===== config.mk =====
export PLATFORM = sky130hd
export DESIGN_NAME = pcfg_host
export DESIGN_NICKNAME = d
export VERILOG_FILES = /design/src/rtl/pcfg_host.sv
export SDC_FILE = /design/constraint.sdc
export NUM_CORES = 1
export LEC_CHECK = 0
export BUFFER_PORTS_ARGS = -buffer_cell sky130_fd_sc_hd__buf_2
export CORE_MARGIN = 4
export CORE_UTILIZATION = 31
export CTS_CLUSTER_DIAMETER = 60
export DETAILED_ROUTE_END_ITERATION = 16
export PLACE_DENSITY_LB_ADDON = 0.25
export SETUP_SLACK_MARGIN = 0.4
export SYNTH_ARGS = -nofsm -noshare
export SYNTH_HDL_FRONTEND = slang
export SYNTH_SLANG_ARGS = --single-unit

===== constraint.sdc =====
create_clock -name clk -period 9.3 [get_ports clk]
set_input_delay 2.79 -clock clk [delete_from_list [all_inputs] [get_ports clk]]
set_output_delay 2.79 -clock clk [all_outputs]
set_load 0.03 [all_outputs]

===== src/rtl/pcfg_host.sv =====
module pcfg_host #(
  parameter int AW = 16,
  parameter int CW = 16,
  parameter int RW = 4
) (
  input  logic          clk,
  input  logic          rst_n,
  input  logic          start,
  input  logic [AW-1:0] base_addr,
  input  logic [AW-1:0] byte_count,
  input  logic [CW-1:0] pulse_len,
  input  logic [CW-1:0] status_timeout,
  input  logic [CW-1:0] extra_clocks,
  input  logic [RW-1:0] max_retries,
  output logic          mem_rd,
  output logic [AW-1:0] mem_addr,
  input  logic [7:0]    mem_data,
  output logic          cfg_start_n,
  input  logic          chain_status,
  input  logic          chain_done,
  output logic          dclk,
  output logic [7:0]    data,
  output logic          busy,
  output logic          done,
  output logic          error
);

  typedef enum logic [3:0] {
    S_IDLE, S_PULSE, S_WAIT, S_FETCH, S_LOAD, S_SETUP,
    S_HIGH, S_HOLD, S_FLO, S_FHI, S_DONE, S_FAIL
  } st_t;

  st_t           st;
  logic [CW-1:0] cnt;
  logic [AW-1:0] addr, left;
  logic [7:0]    dq;
  logic [RW-1:0] tries;

  wire loading  = st inside {S_FETCH, S_LOAD, S_SETUP, S_HIGH, S_HOLD, S_FLO, S_FHI};
  wire timeout  = (st == S_WAIT) && !chain_status && (cnt >= status_timeout);
  wire fault    = (loading && !chain_status) || timeout;
  wire retry_ok = tries < max_retries;

  always_ff @(posedge clk or negedge rst_n) begin
    if (!rst_n) begin
      st    <= S_IDLE;
      cnt   <= '0;
      addr  <= '0;
      left  <= '0;
      dq    <= '0;
      tries <= '0;
    end else if (loading && chain_done) begin
      st <= S_DONE;
    end else if (fault) begin
      if (retry_ok) begin
        tries <= tries + RW'(1);
        st    <= S_PULSE;
        cnt   <= '0;
      end else begin
        st <= S_FAIL;
      end
    end else begin
      case (st)
        S_IDLE, S_DONE, S_FAIL:
          if (start) begin
            st    <= S_PULSE;
            cnt   <= '0;
            tries <= '0;
          end
        S_PULSE: begin
          addr <= base_addr;
          left <= byte_count;
          if (cnt + CW'(1) >= pulse_len) begin
            st  <= S_WAIT;
            cnt <= '0;
          end else begin
            cnt <= cnt + CW'(1);
          end
        end
        S_WAIT:
          if (chain_status) begin
            st  <= (left == '0) ? S_FLO : S_FETCH;
            cnt <= '0;
          end else begin
            cnt <= cnt + CW'(1);
          end
        S_FETCH: st <= S_LOAD;
        S_LOAD: begin
          dq   <= mem_data;
          addr <= addr + AW'(1);
          left <= left - AW'(1);
          st   <= S_SETUP;
        end
        S_SETUP: st <= S_HIGH;
        S_HIGH:  st <= S_HOLD;
        S_HOLD:
          if (left == '0) begin
            st  <= S_FLO;
            cnt <= '0;
          end else begin
            st <= S_FETCH;
          end
        S_FLO: st <= (cnt >= extra_clocks) ? S_FAIL : S_FHI;
        S_FHI: begin
          cnt <= cnt + CW'(1);
          st  <= S_FLO;
        end
        default: st <= S_IDLE;
      endcase
    end
  end

  assign mem_rd      = (st == S_FETCH);
  assign mem_addr    = addr;
  assign data        = dq;
  assign dclk        = (st == S_HIGH) || (st == S_FHI);
  assign cfg_start_n = (st != S_PULSE);
  assign busy        = !(st inside {S_IDLE, S_DONE, S_FAIL});
  assign done        = (st == S_DONE);
  assign error       = (st == S_FAIL);

  assert_start_low_busy_R2: assert property (@(posedge clk) disable iff (!rst_n)
    !cfg_start_n |-> busy);
  assert_dclk_after_status_R3: assert property (@(posedge clk) disable iff (!rst_n)
    dclk |-> $past(chain_status));
  assert_data_setup_R4: assert property (@(posedge clk) disable iff (!rst_n)
    $rose(dclk) |-> $stable(data));
  assert_data_hold_R4: assert property (@(posedge clk) disable iff (!rst_n)
    $fell(dclk) |-> $stable(data));
  assert_single_pulse_R5: assert property (@(posedge clk) disable iff (!rst_n)
    dclk |=> !dclk);
  assert_flags_exclusive_R6: assert property (@(posedge clk) disable iff (!rst_n)
    $onehot0({busy, done, error}));
  assert_no_dclk_when_done_R6: assert property (@(posedge clk) disable iff (!rst_n)
    done |-> !dclk && cfg_start_n);

endmodule


# Word level (Yosys, flattened, before mapping)
# Index checks and enable logic that the tools add are counted.
[word_totals]
ff_bits = 64
latchBits = 0
ram_bits = 0
romBits = 0
n_memories = 0
[op_classes]
add_sub_neg = 4
n_mul = 0
div = 0
order_cmp = 4
eq_ne = 18
shifts = 0
mux = 22
bitwise = 2
reduce_logical = 22
[ops]
columns = ["operator", "count"]
rows = [
  ["$mux W16", 6],
  ["$pmux W16 S5", 1],
  ["$pmux W16 S2", 2],
  ["$ge A16 B16 Y1", 3],
  ["$mux W4", 11],
  ["$pmux W4 S10", 1],
  ["$add A16 B1 Y16 const B", 2],
  ["$eq A4 B3 Y1 const B", 4],
  ["$eq A4 B4 Y1 const B", 4],
  ["$logic_not A16 Y1", 1],
  ["$sub A16 B1 Y16 const B", 1],
  ["$reduce_and A3 Y1", 3],
  ["$eq A4 B2 Y1 const B", 2],
  ["$ne A4 B4 Y1 const B", 2],
  ["$reduce_bool A7 Y1", 1],
  ["$reduce_bool A2 Y1", 3],
  ["$reduce_bool A6 Y1", 1],
  ["$reduce_and A5 Y1", 1],
  ["$add A4 B1 Y4 const B", 1],
  ["$eq A4 B1 Y1 const B", 1],
  ["$logic_and A1 B1 Y1", 4],
  ["$logic_not A4 Y1", 1],
  ["$lt A4 B4 Y1", 1],
  ["$ne A4 B1 Y1 const B", 1],
  ["other kinds (11)", 14],
]

# Depth between registers and ports, before layout
# Gate-level depths: netlist (run 1).
[depth]
depth_word = 6
ltp_mapped = 15
ltp_nobuf = 14

# Worst setup path after synthesis (run 1)
# OpenSTA, ideal clock, no wires.
[synth_path]
path_kind = "input-to-reg"
startpoint = "input status_timeout[5]"
endpoint = "register cnt[5]"
setup_ps = 136
arrival_ps = 4836
setup_slack_ps = 4328
stages = 10
n_path_buf = 1
cell_sequence = "inv_1 -> ha_1 -> and4_1 -> o21ai_0 -> or4_1 -> a31oi_1 -> nor3_2 -> o21ai_0 -> clkbuf_1 -> o211ai_1"
[synth_via]
elab_chain_cells = 5
[synth_rtl]
columns = ["item", "line", "text"]
rows = [
  ["from (decl)", "12", "input logic [CW-1:0] status_timeout,"],
  ["$ge A16 B16 Y1 *", "40", "wire timeout = (st == S_WAIT) && !chain_status && (cnt >= status_timeout);"],
  ["$logic_and A1 B1 Y1 *", "40", ""],
  ["$logic_or A1 B1 Y1 *", "41", "wire fault = (loading && !chain_status) || timeout;"],
  ["$ne A3 B2 Y1 (no source line) (tied with other cells)", "n/a", ""],
  ["$reduce_and A5 Y1 (no source line)", "n/a", ""],
  ["to (signal assigned)", "77", "cnt <= cnt + CW'(1);"],
  ["to (signal assigned)", "85", "cnt <= cnt + CW'(1);"],
  ["to (signal assigned)", "105", "cnt <= cnt + CW'(1);"],
  ["to (decl)", "34", "logic [CW-1:0] cnt;"],
]
# Mark *: on every way between the ends. The rest lies on a longest branch, timed or not.
# A chain may end at the register's enable or synchronous reset.

# Worst setup path in the final report (run 1)
[layout_path]
startpoint = "input status_timeout[14]"
endpoint = "register cnt[2]"
# Same word-level chain as after synthesis.

==> key figures, run 1 <==
Outcome
  • Result of the run: completed

Clock tree
  • Post-CTS resize count: 0
  • H-tree depth: 3
  • Root Buffer Master: sky130_fd_sc_hd__clkbuf_16
  • CTS Buf Count: 9
  • Longest Clk Path Bufs: 2
  • Post-CTS Setup Repair Bufs: 0
  • CTS tree: built
  • TritonCTS Sinks: 64
  • Count of hold buffers inserted by post-cts repair: 0
  • Clock latency of the later-clocked register in the worst-skew pair: 0.34 ns
  • Clock-pin slew reported for the worst setup and hold paths after clock tree synthesis: 0.05 ns

Logic synthesis
  • Top area cells in the synthesized netlist: sky130_fd_sc_hd__dfrtp_1 30%, sky130_fd_sc_hd__ha_1 13%, sky130_fd_sc_hd__nand2_1 5.6%
  • Synth Instances: 656
  • Post-synth top area share: 30.40%
  • Share of synthesized flip-flops with an asynchronous set or reset: 100.0%
  • Number of storage elements in the synthesis netlist: 64
  • Warning count from the yosys run: 0
  • Prevailing post-synth register cell: sky130_fd_sc_hd__dfrtp_1
  • Number of library cell types mapped by synthesis: 67
  • Synthesized-area fraction occupied by ao, oa, aoi and oai cells: 21.21%
  • Post-synthesis share of cell area spent on full adders, half adders and majority gates: 13.25%
  • Count of flip-flops with a built-in enable after synthesis: 0
  • Fraction of the mapped netlist area in simple logic gates: 22.61%
  • Area of the mapped netlist: 5268 sq um
  • Share of the synthesized netlist area taken by xor and xnor gates: 2.827%
  • Main combinational cell family by area after synthesis: simple AND/OR/NAND/NOR gates
  • Multiplexer share of the synthesized area: 2.494%
  • Sequential-to-total area share from yosys stat: 30.40%
  • Syn avg cell area: 8.030 sq um
  • Number of nets produced by synthesis: 808
  • Most area-hungry cell type in the Yosys netlist: sky130_fd_sc_hd__dfrtp_1

Hold path
  • Worst hold path depth: 1
  • End point of the most critical hold path: data[1]$_DFFE_PN0P_
  • Min-delay worst type: register to register
  • Startpoint of the worst hold path: data[1]$_DFFE_PN0P_

Timing
  • Worst Skew: 0.006089 ns
  • Portion of the clock cycle consumed by the worst path in the final layout: 54.76%
  • Fmax achieved: 0.1964 GHz
  • Worst hold slack: 0.4978 ns
  • Time the worst path needs with I/O delays and setup: 5.092 ns
  • Number of slew-limit violations in the final report: 0
  • Final Hold Viols: 0
  • Setup repair after global routing missed its margin: no
  • Worst Tran Pin Value: 1.073 ns
  • Final setup violation count: 0
  • Total negative slack for setup checks: 0 ns
  • Normalized max-slew margin: 28.09%

Layout
  • Share of final-layout standard cells stronger than drive strength 1: 22.09%
  • End-of-flow core utilization: 38.34%
  • Final-stage net count: 921
  • Inserted Diodes: 0
  • Most frequent cells in the layout: 126 x sky130_fd_sc_hd__buf_2, 78 x sky130_fd_sc_hd__nand2_1, 64 x sky130_fd_sc_hd__dfrtp_1
  • Most common cell after layout, fill and taps aside: sky130_fd_sc_hd__buf_2
  • Area grow syn2layout: 21.12%

Floorplan
  • Site row count: 47
  • Core outline area: 16640 sq um
  • I/O pin cnt: 127
  • Die footprint: 19140 sq um
  • Die Y: 138.4 um
  • Horizontal die dimension: 138.4 um
  • Effective utilization at floorplan: 31.65%

Critical path
  • Crit path from: status_timeout[14]
  • Stage delay of the slowest cell on the critical path: 0.87 ns
  • Peak fanout along the critical path: 16
  • Endpoint of the most critical register-to-register path: cnt[9]$_DFFE_PN0P_
  • Slowest CP cell: sky130_fd_sc_hd__nor3_2
  • Family with the most delay on the worst path: simple AND/OR/NAND/NOR gates
  • Endpoint type of the worst setup path: register
  • Data required time at the worst endpoint: 9.53 ns
  • Reg-to-reg slack, setup: 5.20 ns
  • Type of the worst setup path: input pin to register
  • Critical path data arrival time: 5.33 ns
  • Cell count of the worst reg-to-reg path: 15
  • CP Cell Sequence: buf_2, inv_1, ha_1, a21oi_1, a211o_1, and2_1, a31o_1, nor3_2, o2111ai_1, o311ai_1
  • Kind of start point of the critical path: input pin
  • Worst reg2reg path startpoint: cnt[0]$_DFFE_PN0P_
  • Critical path buffers and inverters: 2

Global routing
  • Pin count of the biggest net entering global routing: 65
  • Via count of the first global-routing pass: 5076
  • Most heavily used metal layer in global routing: met2
  • Wire length of the first global-routing pass: 25030 um
  • Met2 routing resource usage after global routing: 24.56%
  • Tot GR Track Use: 15.70%
  • GR met3 Demand/Resource: 3.039%
  • Grt met1 use: 21.78%
  • GR Overflow Total: 0
  • Initial antenna violation count: 0

Pwr
  • Power Dens Cells: 245.9 nW/um^2
  • Leakage dissipation: 3.160 nW
  • Worst voltage drop across the vdd grid: 0.0001690 V

Drt
  • Total routed wirelength: 15000 um
  • Vias after detailed routing: 5104
  • Antenna violation net count after detailed routing: 0
  • DRC violation count after routing: 0
  • First-pass iteration count of the detailed router: 8
  • Final routed wire length divided by cell count: 15.09 um
  • Initial DRC Count: 224
  • Via-to-Cell Ratio: 5.135

Job
  • Max-capacitance violation count: 0

Place
  • # port buffers: 126
  • Final HPWL from detailed placement: 11190 um
  • Last weighted congestion value of the routability-driven placer: 0.8396
[area by class of cell]
cell class | count | area, sq um
clock buffers | 13 | 260.3
clock inverters | 3 | 40.04
fillers | 1748 | 10260
inverters | 63 | 236.5
multi-input cells | 500 | 3298
flip-flops and latches | 64 | 1602
well taps | 220 | 275.3
repair buffers | 131 | 668.1
[stage by stage]
stage | instances | instance area (sq um) | worst slack, ns | total power, mW
floorplan | 656 | 5268 | 4.328 | 1.034
global placement | 978 | 6080 | 3.924 | 1.222
detailed placement | 978 | 6080 | 3.921 | 1.225
CTS | 994 | 6380 | 4.255 | 1.580
global route | 994 | 6380 | 3.920 | 1.694
finish | 994 | 6380 | 4.208 | 1.569
[per-layer routing]
layer  up-vias  part of all wire (%)
li1       2573                     -
met1      2357                    48
met2       156                    44
met3        18                   6.1
met4         0                   1.8
met5         -                     0
[cell usage after synthesis, drive strengths merged (5+ instances only)]
library cell	number
nand3	22
o21ai	68
o21a	6
nor3	25
nand2	79
nor2	46
nand4	6
dfrtp	64
o211ai	6
a31oi	5
or3	7
a211oi	6
buf	8
mux2	9
and3	11
ha	55
xnor2	11
nor4	7
clkbuf	21
xor2	6
a32oi	5
o2111ai	5
o22ai	8
nand2b	6
a21oi	47
a22oi	7
inv	63
[sequential cells by signal, indices dropped and copies added, names as in the netlist]
name and flops:
cnt 16, left 16, st 4, data 8
mem_addr 16, tries 4
[cell families after synthesis]
kind of cell,count (synthesis)
AOI/OAI and AO/OA,184
xor gates and xnor gates,17
adders and majority gates,56
buffers and inverters,92
DFF,64
muxes,12
and+or+nand+nor,231
[worst max-delay path by stage]
stage | cells past startpoint | endpoint | slack, ns
after floorplan | 10 | cnt[5]$_DFFE_PN0P_ | 4.33
after global placement | 10 | cnt[9]$_DFFE_PN0P_ | 3.92
after detailed placement | 10 | cnt[9]$_DFFE_PN0P_ | 3.92
after CTS | 10 | cnt[5]$_DFFE_PN0P_ | 4.25
after global routing | 9 | cnt[5]$_DFFE_PN0P_ | 3.92
final | 10 | cnt[2]$_DFFE_PN0P_ | 4.21
[where the power goes]
group	internal (mW)	total [mW]	switching (mW)
sequential	0.368	0.513	0.146
combinational	0.247	0.710	0.463
clock	0.221	0.345	0.124
total	0.836	1.57	0.732
(Power assumes the default switching activity.)
==> run 2, diff against run 1 <==
- clock period: 9.3 -> 4.57 ns (I/O delays scaled with it)
==> run 2 against run 1 <==
Effect of this change:
- cell count up 0.10%
- final area up 0.47%
- via count down 1.5%
- power up 110%
- clock skew about the same
- combinational power up 100%
- register-to-register slack worse by 4.4 ns
- routed wire length down 0.83%
- clock power up 120%
- first-iteration DRC count down 17%
- setup slack worse by 3.4 ns
- largest cell class unchanged
==> key figures, run 2 (synthesized netlist as in run 1, its figures left out) <==
Outcome
  • Result of the run: completed

Place
  • Final HPWL from detailed placement: 11370 um (+1.6%)
  • Last weighted congestion value of the routability-driven placer: 0.8310 (-1.0%)
  • # port buffers: 126 (unchanged)
  • Setup slack after placement: 0.6108 ns (-3.311 ns)

Timing
  • Final Hold Viols: 0 (unchanged)
  • Time the worst path needs with I/O delays and setup: 3.782 ns
  • Final setup violation count: 0 (unchanged)
  • Worst hold slack: 0.4957 ns (-0.002135 ns)
  • Setup repair after global routing missed its margin: no
  • Fmax achieved: 0.2644 GHz
  • Worst Tran Pin Value: 1.103 ns (+0.02983 ns)
  • Normalized max-slew margin: 26.10% (-2.0 points)
  • Portion of the clock cycle consumed by the worst path in the final layout: 82.75%
  • Total negative slack for setup checks: 0 ns (unchanged)
  • Worst Skew: 0.005942 ns (-0.0001471 ns)
  • Number of slew-limit violations in the final report: 0 (unchanged)
  • Post-route setup slack: 0.7884 ns (-3.419 ns)

Layout
  • Most common cell after layout, fill and taps aside: sky130_fd_sc_hd__buf_2
  • Most frequent cells in the layout: 126 x sky130_fd_sc_hd__buf_2, 78 x sky130_fd_sc_hd__nand2_1, 64 x sky130_fd_sc_hd__dfrtp_1
  • Share of final-layout standard cells stronger than drive strength 1: 22.32% (+0.23 points)
  • Area grow syn2layout: 21.69%
  • Final-stage net count: 922 (+0.11%)
  • Inserted Diodes: 0 (unchanged)

Drt
  • Antenna violation net count after detailed routing: 0 (unchanged)
  • First-pass iteration count of the detailed router: 4 (-4)
  • Vias after detailed routing: 5025 (-1.5%)
  • Initial DRC Count: 185 (-17%)
  • Via-to-Cell Ratio: 5.050 (-1.6%)
  • Total routed wirelength: 14880 um (-0.83%)
  • DRC violation count after routing: 0 (unchanged)
  • Final routed wire length divided by cell count: 14.95 um (-0.93%)

Clock tree
  • TritonCTS Sinks: 64 (unchanged)
  • Clock-pin slew reported for the worst setup and hold paths after clock tree synthesis: 0.05 ns (about the same)
  • Root Buffer Master: sky130_fd_sc_hd__clkbuf_16
  • Clock latency of the later-clocked register in the worst-skew pair: 0.34 ns (about the same)
  • Count of hold buffers inserted by post-cts repair: 0 (unchanged)
  • CTS tree: built
  • Post-CTS resize count: 0 (unchanged)
  • Longest Clk Path Bufs: 2 (unchanged)
  • H-tree depth: 3 (unchanged)
  • CTS Buf Count: 9 (unchanged)
  • Post-CTS Setup Repair Bufs: 0 (unchanged)

Critical path
  • Critical Path Sink: cnt[2]$_DFFE_PN0P_
  • Critical path data arrival time: 4.01 ns (-1.32 ns)
  • Crit path from: cnt[0]$_DFFE_PN0P_
  • Worst reg2reg path startpoint: cnt[0]$_DFFE_PN0P_
  • Type of the worst setup path: register to register
  • Data required time at the worst endpoint: 4.80 ns (-4.73 ns)
  • Peak fanout along the critical path: 16 (unchanged)
  • Kind of start point of the critical path: register
  • Endpoint type of the worst setup path: register
  • Reg-to-reg slack, setup: 0.79 ns (-4.41 ns)
  • Endpoint of the most critical register-to-register path: cnt[2]$_DFFE_PN0P_
  • Cell count of the worst reg-to-reg path: 15 (unchanged)

Global routing
  • Via count of the first global-routing pass: 4930 (-2.9%)
  • Tot GR Track Use: 15.46% (-0.24 points)
  • Initial antenna violation count: 1 (+1)
  • Pin count of the biggest net entering global routing: 59 (-9.2%)
  • Wire length of the first global-routing pass: 24630 um (-1.6%)
  • GR Overflow Total: 0 (unchanged)

Pwr
  • Worst voltage drop across the vdd grid: 0.0002408 V (+43%)
  • Leakage dissipation: 3.166 nW (+0.22%)
  • Power Dens Cells: 505.5 nW/um^2 (+110%)

Hold path
  • Min-delay worst type: register to register
  • Worst hold path depth: 1 (unchanged)

Floorplan
  • Effective utilization at floorplan: 31.65% (unchanged)
  • Site row count: 47 (unchanged)
  • I/O pin cnt: 127 (unchanged)
  • Horizontal die dimension: 138.4 um (unchanged)
  • Die Y: 138.4 um (unchanged)
  • Die footprint: 19140 sq um (unchanged)
  • Core outline area: 16640 sq um (unchanged)

Job
  • Max-capacitance violation count: 0 (unchanged)
-- run 2: cell count changes in the layout (fill, tap and decap cells not counted) --
cell                         change
sky130_fd_sc_hd__clkbuf_1        -1
sky130_fd_sc_hd__bufinv_16       +1
sky130_fd_sc_hd__clkinvlp_4      +2
sky130_fd_sc_hd__buf_4           +1
sky130_fd_sc_hd__clkbuf_8        -1
sky130_fd_sc_hd__clkinv_2        -1
-- run 2: per-layer routing --
layer  vias up  wire length [um]  global-route usage (%)
met5         -                 8                       0
met4         2               238                   5.096
met3        17               997                   4.040
met2       113              6495                   24.05
met1      2318              7136                   20.98
li1       2575                 -                       -
-- run 2: layout make-up --
type                       count  area (sq um)
clock buffer                  11         242.7
clock inverter                 5         80.08
fill                        1725         10230
inverter                      63         236.5
multi-input combinational    500          3298
sequential                    64          1602
tap                          220         275.3
timing repair buffer         132         675.6
-- run 2: worst max-delay path, stage by stage (launching register included) --
cell,delay [ns]
sky130_fd_sc_hd__dfrtp_1,0.44
sky130_fd_sc_hd__ha_1,0.29
sky130_fd_sc_hd__and3_1,0.22
sky130_fd_sc_hd__nand3_1,0.19
sky130_fd_sc_hd__nor2b_1,0.27
sky130_fd_sc_hd__nand4_1,0.14
sky130_fd_sc_hd__xnor2_1,0.22
sky130_fd_sc_hd__ha_1,0.28
sky130_fd_sc_hd__o21ai_0,0.14
sky130_fd_sc_hd__nor2_1,0.07
sky130_fd_sc_hd__nor4_2,0.23
sky130_fd_sc_hd__o221ai_1,0.24
sky130_fd_sc_hd__a31oi_2,0.36
sky130_fd_sc_hd__o21ai_0,0.12
sky130_fd_sc_hd__buf_4,0.22
sky130_fd_sc_hd__o311ai_1,0.24
-- run 2: per-stage QoR --
| stage | cells | total power [mW] | util [%] | area (sq um) |
|---|---|---|---|---|
| 3_3_place_gp | 979 | 2.508 | 36.58 | 6087 |
| 5_1_grt | 995 | 3.498 | 38.52 | 6410 |
| 6_report | 995 | 3.240 | 38.52 | 6410 |
| 3_5_place_dp | 979 | 2.500 | 36.58 | 6087 |
| 4_1_cts | 995 | 3.273 | 38.52 | 6410 |
| 2_1_floorplan | 656 | 2.104 | - | 5268 |
-- run 2: worst min path at each step --
stage	start	endpoint	slack, ns
2_1_floorplan	tries[2]$_DFFE_PN0P_	tries[2]$_DFFE_PN0P_	0.46
3_3_place_gp	data[2]$_DFFE_PN0P_	data[2]$_DFFE_PN0P_	0.49
3_5_place_dp	data[1]$_DFFE_PN0P_	data[1]$_DFFE_PN0P_	0.49
4_1_cts	data[3]$_DFFE_PN0P_	data[3]$_DFFE_PN0P_	0.50
5_1_grt	data[1]$_DFFE_PN0P_	data[1]$_DFFE_PN0P_	0.52
6_report	data[3]$_DFFE_PN0P_	data[3]$_DFFE_PN0P_	0.50
-- run 2: power by group --
part	leakage [nW]	internal [mW]	switching [mW]	total, mW
sequential	0.823	0.749	0.289	1.04
clock	0.152	0.491	0.258	0.750
combinational	2.19	0.504	0.949	1.45
==> run 3, diff against run 2 <==
- ABC_AREA: not set -> 1
- clock period: 4.57 -> 3.7 ns (I/O delays scaled with it)
==> run 3 against run 2 <==
Effect of this change:
- via count increased by 9.3%
- synthesized cell count increased by 26%
- non-clock buffer count increased by 1
- maximum frequency increased by 28%
- critical endpoint is now cnt[1]$_DFFE_PN0P_
- highest routed layer unchanged
==> key figures, run 3 <==
Timing
  • Worst Skew: 0.005142 ns (-0.0007999 ns)
  • Total negative slack for setup checks: 0 ns (unchanged)
  • Number of slew-limit violations in the final report: 0 (unchanged)
  • Normalized max-slew margin: 16.86% (-9.2 points)
  • Time the worst path needs with I/O delays and setup: 2.950 ns (-0.8314 ns)
  • Final Hold Viols: 0 (unchanged)
  • Portion of the clock cycle consumed by the worst path in the final layout: 79.74% (-3.0 points)
  • Worst Tran Pin Value: 1.239 ns (+0.1363 ns)
  • Final setup violation count: 0 (unchanged)
  • Fmax achieved: 0.3390 GHz (+28%)
  • Worst hold slack: 0.4809 ns (-0.01484 ns)
  • Setup repair after global routing missed its margin: no

Drt
  • Final routed wire length divided by cell count: 13.01 um (-13%)
  • Via-to-Cell Ratio: 4.647 (-8.0%)
  • Initial DRC Count: 256 (+38%)
  • DRC violation count after routing: 0 (unchanged)
  • Antenna violation net count after detailed routing: 0 (unchanged)
  • First-pass iteration count of the detailed router: 4 (unchanged)
  • Total routed wirelength: 15380 um (+3.4%)
  • Vias after detailed routing: 5493 (+9.3%)

Pwr
  • Power Dens Cells: 635.9 nW/um^2 (+26%)
  • Total internal power: 2.170 mW (+24%)
  • Net Sw Frac: 48.88% (+2.7 points)
  • Worst voltage drop across the vdd grid: 0.0003308 V (+37%)
  • Combinational share of power: 50.1% (+5.3 points)
  • Sequential fraction of design power: 28.2% (-3.8 points)
  • Leakage dissipation: 3.771 nW (+19%)
  • Psw: 2.075 mW (+39%)
  • Clock network fraction of design power: 21.7% (-1.4 points)

Place
  • Last weighted congestion value of the routability-driven placer: 0.8223 (-1.0%)
  • # port buffers: 126 (unchanged)
  • Total placed cells including tap cells: 1166 (+19%)
  • Final HPWL from detailed placement: 11730 um (+3.2%)

Critical path
  • Type of the worst setup path: register to register
  • Worst reg2reg path startpoint: cnt[2]$_DFFE_PN0P_
  • Peak fanout along the critical path: 16 (unchanged)
  • Endpoint type of the worst setup path: register
  • Reg-to-reg slack, setup: 0.75 ns (-0.04 ns)
  • Critical path data arrival time: 3.22 ns (-0.79 ns)
  • Crit path from: cnt[2]$_DFFE_PN0P_
  • Data required time at the worst endpoint: 3.97 ns (-0.83 ns)
  • Kind of start point of the critical path: register

Layout
  • Share of final-layout standard cells stronger than drive strength 1: 16.82% (-5.5 points)
  • Area grow syn2layout: 21.75% (about the same)
  • Most common cell after layout, fill and taps aside: sky130_fd_sc_hd__nand2_1
  • Final-stage net count: 1104 (+20%)
  • Post-route insts no fill: 1182 (+19%)
  • Inserted Diodes: 0 (unchanged)
  • Most frequent cells in the layout: 258 x sky130_fd_sc_hd__nand2_1, 126 x sky130_fd_sc_hd__buf_2, 119 x sky130_fd_sc_hd__inv_1

Clock tree
  • Count of hold buffers inserted by post-cts repair: 0 (unchanged)
  • H-tree depth: 3 (unchanged)
  • Root Buffer Master: sky130_fd_sc_hd__clkbuf_16
  • TritonCTS Sinks: 64 (unchanged)
  • CTS Buf Count: 9 (unchanged)
  • Clock-pin slew reported for the worst setup and hold paths after clock tree synthesis: 0.06 ns (about the same)
  • Longest Clk Path Bufs: 2 (unchanged)
  • CTS tree: built
  • Clock latency of the later-clocked register in the worst-skew pair: 0.34 ns (about the same)

Global routing
  • Wire length of the first global-routing pass: 25250 um (+2.6%)
  • Tot GR Track Use: 15.62% (+0.16 points)
  • Pin count of the biggest net entering global routing: 56 (-5.1%)
  • Via count of the first global-routing pass: 5236 (+6.2%)
  • GR Overflow Total: 0 (unchanged)
  • Initial antenna violation count: 2 (+1)

Floorplan
  • Horizontal die dimension: 141.0 um (+1.9%)
  • Core outline area: 17300 sq um (+3.9%)
  • Site row count: 48 (+2.1%)
  • I/O pin cnt: 127 (unchanged)
  • Die footprint: 19880 sq um (+3.8%)
  • Die Y: 141.0 um (+1.9%)
  • Effective utilization at floorplan: 31.70% (+0.047 points)

Logic synthesis
  • Most area-hungry cell type in the Yosys netlist: sky130_fd_sc_hd__dfrtp_1
  • Count of flip-flops with a built-in enable after synthesis: 0 (unchanged)
  • Sequential-to-total area share from yosys stat: 29.21% (-1.2 points)
  • Synth Instances: 828 (+26%)
  • Prevailing post-synth register cell: sky130_fd_sc_hd__dfrtp_1
  • Library cell with the highest instance count after synthesis: sky130_fd_sc_hd__nand2_1
  • Top area cells in the synthesized netlist: sky130_fd_sc_hd__dfrtp_1 29%, sky130_fd_sc_hd__nand2_1 18%, sky130_fd_sc_hd__ha_1 13%
  • Post-synth top area share: 29.21% (-1.2 points)
  • Number of library cell types mapped by synthesis: 32 (-52%)
  • Share of synthesized flip-flops with an asynchronous set or reset: 100.0% (unchanged)
  • Number of nets produced by synthesis: 980 (+21%)
  • Syn avg cell area: 6.622 sq um (-18%)
  • Most frequent cells after synthesis: 258 x sky130_fd_sc_hd__nand2_1, 119 x sky130_fd_sc_hd__inv_1, 76 x sky130_fd_sc_hd__nor2_1
  • Warning count from the yosys run: 0 (unchanged)
  • Number of storage elements in the synthesis netlist: 64 (unchanged)
  • Area of the mapped netlist: 5483 sq um (+4.1%)

Job
  • Max-capacitance violation count: 0 (unchanged)

Hold path
  • Min-delay worst type: register to register
  • Startpoint of the worst hold path: data[1]$_DFFE_PN0P_

Outcome
  • Result of the run: completed
[run 3: worst max-delay path: stages (launching register included)]
cell and delay [ns]:
sky130_fd_sc_hd__dfrtp_1 0.50, sky130_fd_sc_hd__nand2_1 0.08, sky130_fd_sc_hd__nor2_1 0.17, sky130_fd_sc_hd__nand2_1 0.14
sky130_fd_sc_hd__nor2_1 0.17, sky130_fd_sc_hd__nand4_1 0.14, sky130_fd_sc_hd__xnor2_1 0.24, sky130_fd_sc_hd__ha_1 0.29
sky130_fd_sc_hd__a21oi_1 0.14, sky130_fd_sc_hd__o21ai_0 0.09, sky130_fd_sc_hd__a21oi_1 0.20, sky130_fd_sc_hd__nand4_1 0.13
sky130_fd_sc_hd__nand2_1 0.10, sky130_fd_sc_hd__nor2_1 0.05, sky130_fd_sc_hd__buf_4 0.20, sky130_fd_sc_hd__nor2_1 0.11
sky130_fd_sc_hd__nand2_1 0.06, sky130_fd_sc_hd__nand2_1 0.08
[run 3: stage by stage]
step / setup WS, ns / utilization, % / total power [mW] / cell area (sq um)
3_5_place_dp: 0.4661 / 36.75 / 3.346 / 6356
6_report: 0.7498 / 38.59 / 4.245 / 6675
5_1_grt: 0.4648 / 38.59 / 4.610 / 6675
3_3_place_gp: 0.5015 / 36.75 / 3.335 / 6356
2_1_floorplan: 0.8522 / - / 2.748 / 5483
4_1_cts: 0.6946 / 38.56 / 4.287 / 6669
[run 3: logic make-up (layout without fill, tap and decap cells)]
family                     Yosys count  after routing  share of synthesized area [%]
adders and majority gates           55             55                          12.55
DFF                                 64             64                          29.21
and+or+nand+nor                    421            421                          31.83
xor gates and xnor gates            33             33                          5.272
AOI/OAI and AO/OA                  113            113                          11.07
buffers and inverters              142            271                          10.06
[run 3: final timing paths]
kind                                         to  cells past startpoint
setup / recovery             cnt[1]$_DFFE_PN0P_                     17
hold / removal              data[1]$_DFFE_PN0P_                      2
setup reg to reg             cnt[1]$_DFFE_PN0P_                     17
hold reg to reg             data[1]$_DFFE_PN0P_                      2
max in group asynchronous    cnt[3]$_DFFE_PN0P_                      2
min in group asynchronous  left[15]$_DFFE_PN0P_                      1
[run 3: power groups by stage]
| stage | registers, mW | logic [mW] | clock network, mW |
|---|---|---|---|
| 6_report | 1.20 | 2.13 | 0.923 |
| 5_1_grt | 1.24 | 2.40 | 0.973 |
| 4_1_cts | 1.20 | 2.15 | 0.944 |
| 3_5_place_dp | 1.19 | 2.15 | 0 |
| 3_3_place_gp | 1.21 | 2.13 | 0 |
| 2_1_floorplan | 1.38 | 1.36 | 0 |
[run 3: repair_timing]
item / CTS / global route
setup buffers: 0 / 0
gates resized for setup: 0 / 2
setup endpoints to repair: 0 / 8
[run 3: cell type report]
class                      count  area (sq um)
clock inverter                 6         83.83
tap                          225         281.5
sequential                    64          1603
fill                        1897         10620
timing repair buffer         133         683.2
multi-input combinational    622          3337
inverter                     122         457.9
clock buffer                  10         229.0
[run 3: metal layers]
metal / track usage (%) / vias to the layer above / wire length, um
met5: 0 / - / 22
met4: 4.080 / 4 / 222
met3: 3.494 / 21 / 964
met2: 24.60 / 135 / 6635
met1: 21.69 / 2442 / 7535
li1: - / 2891 / -
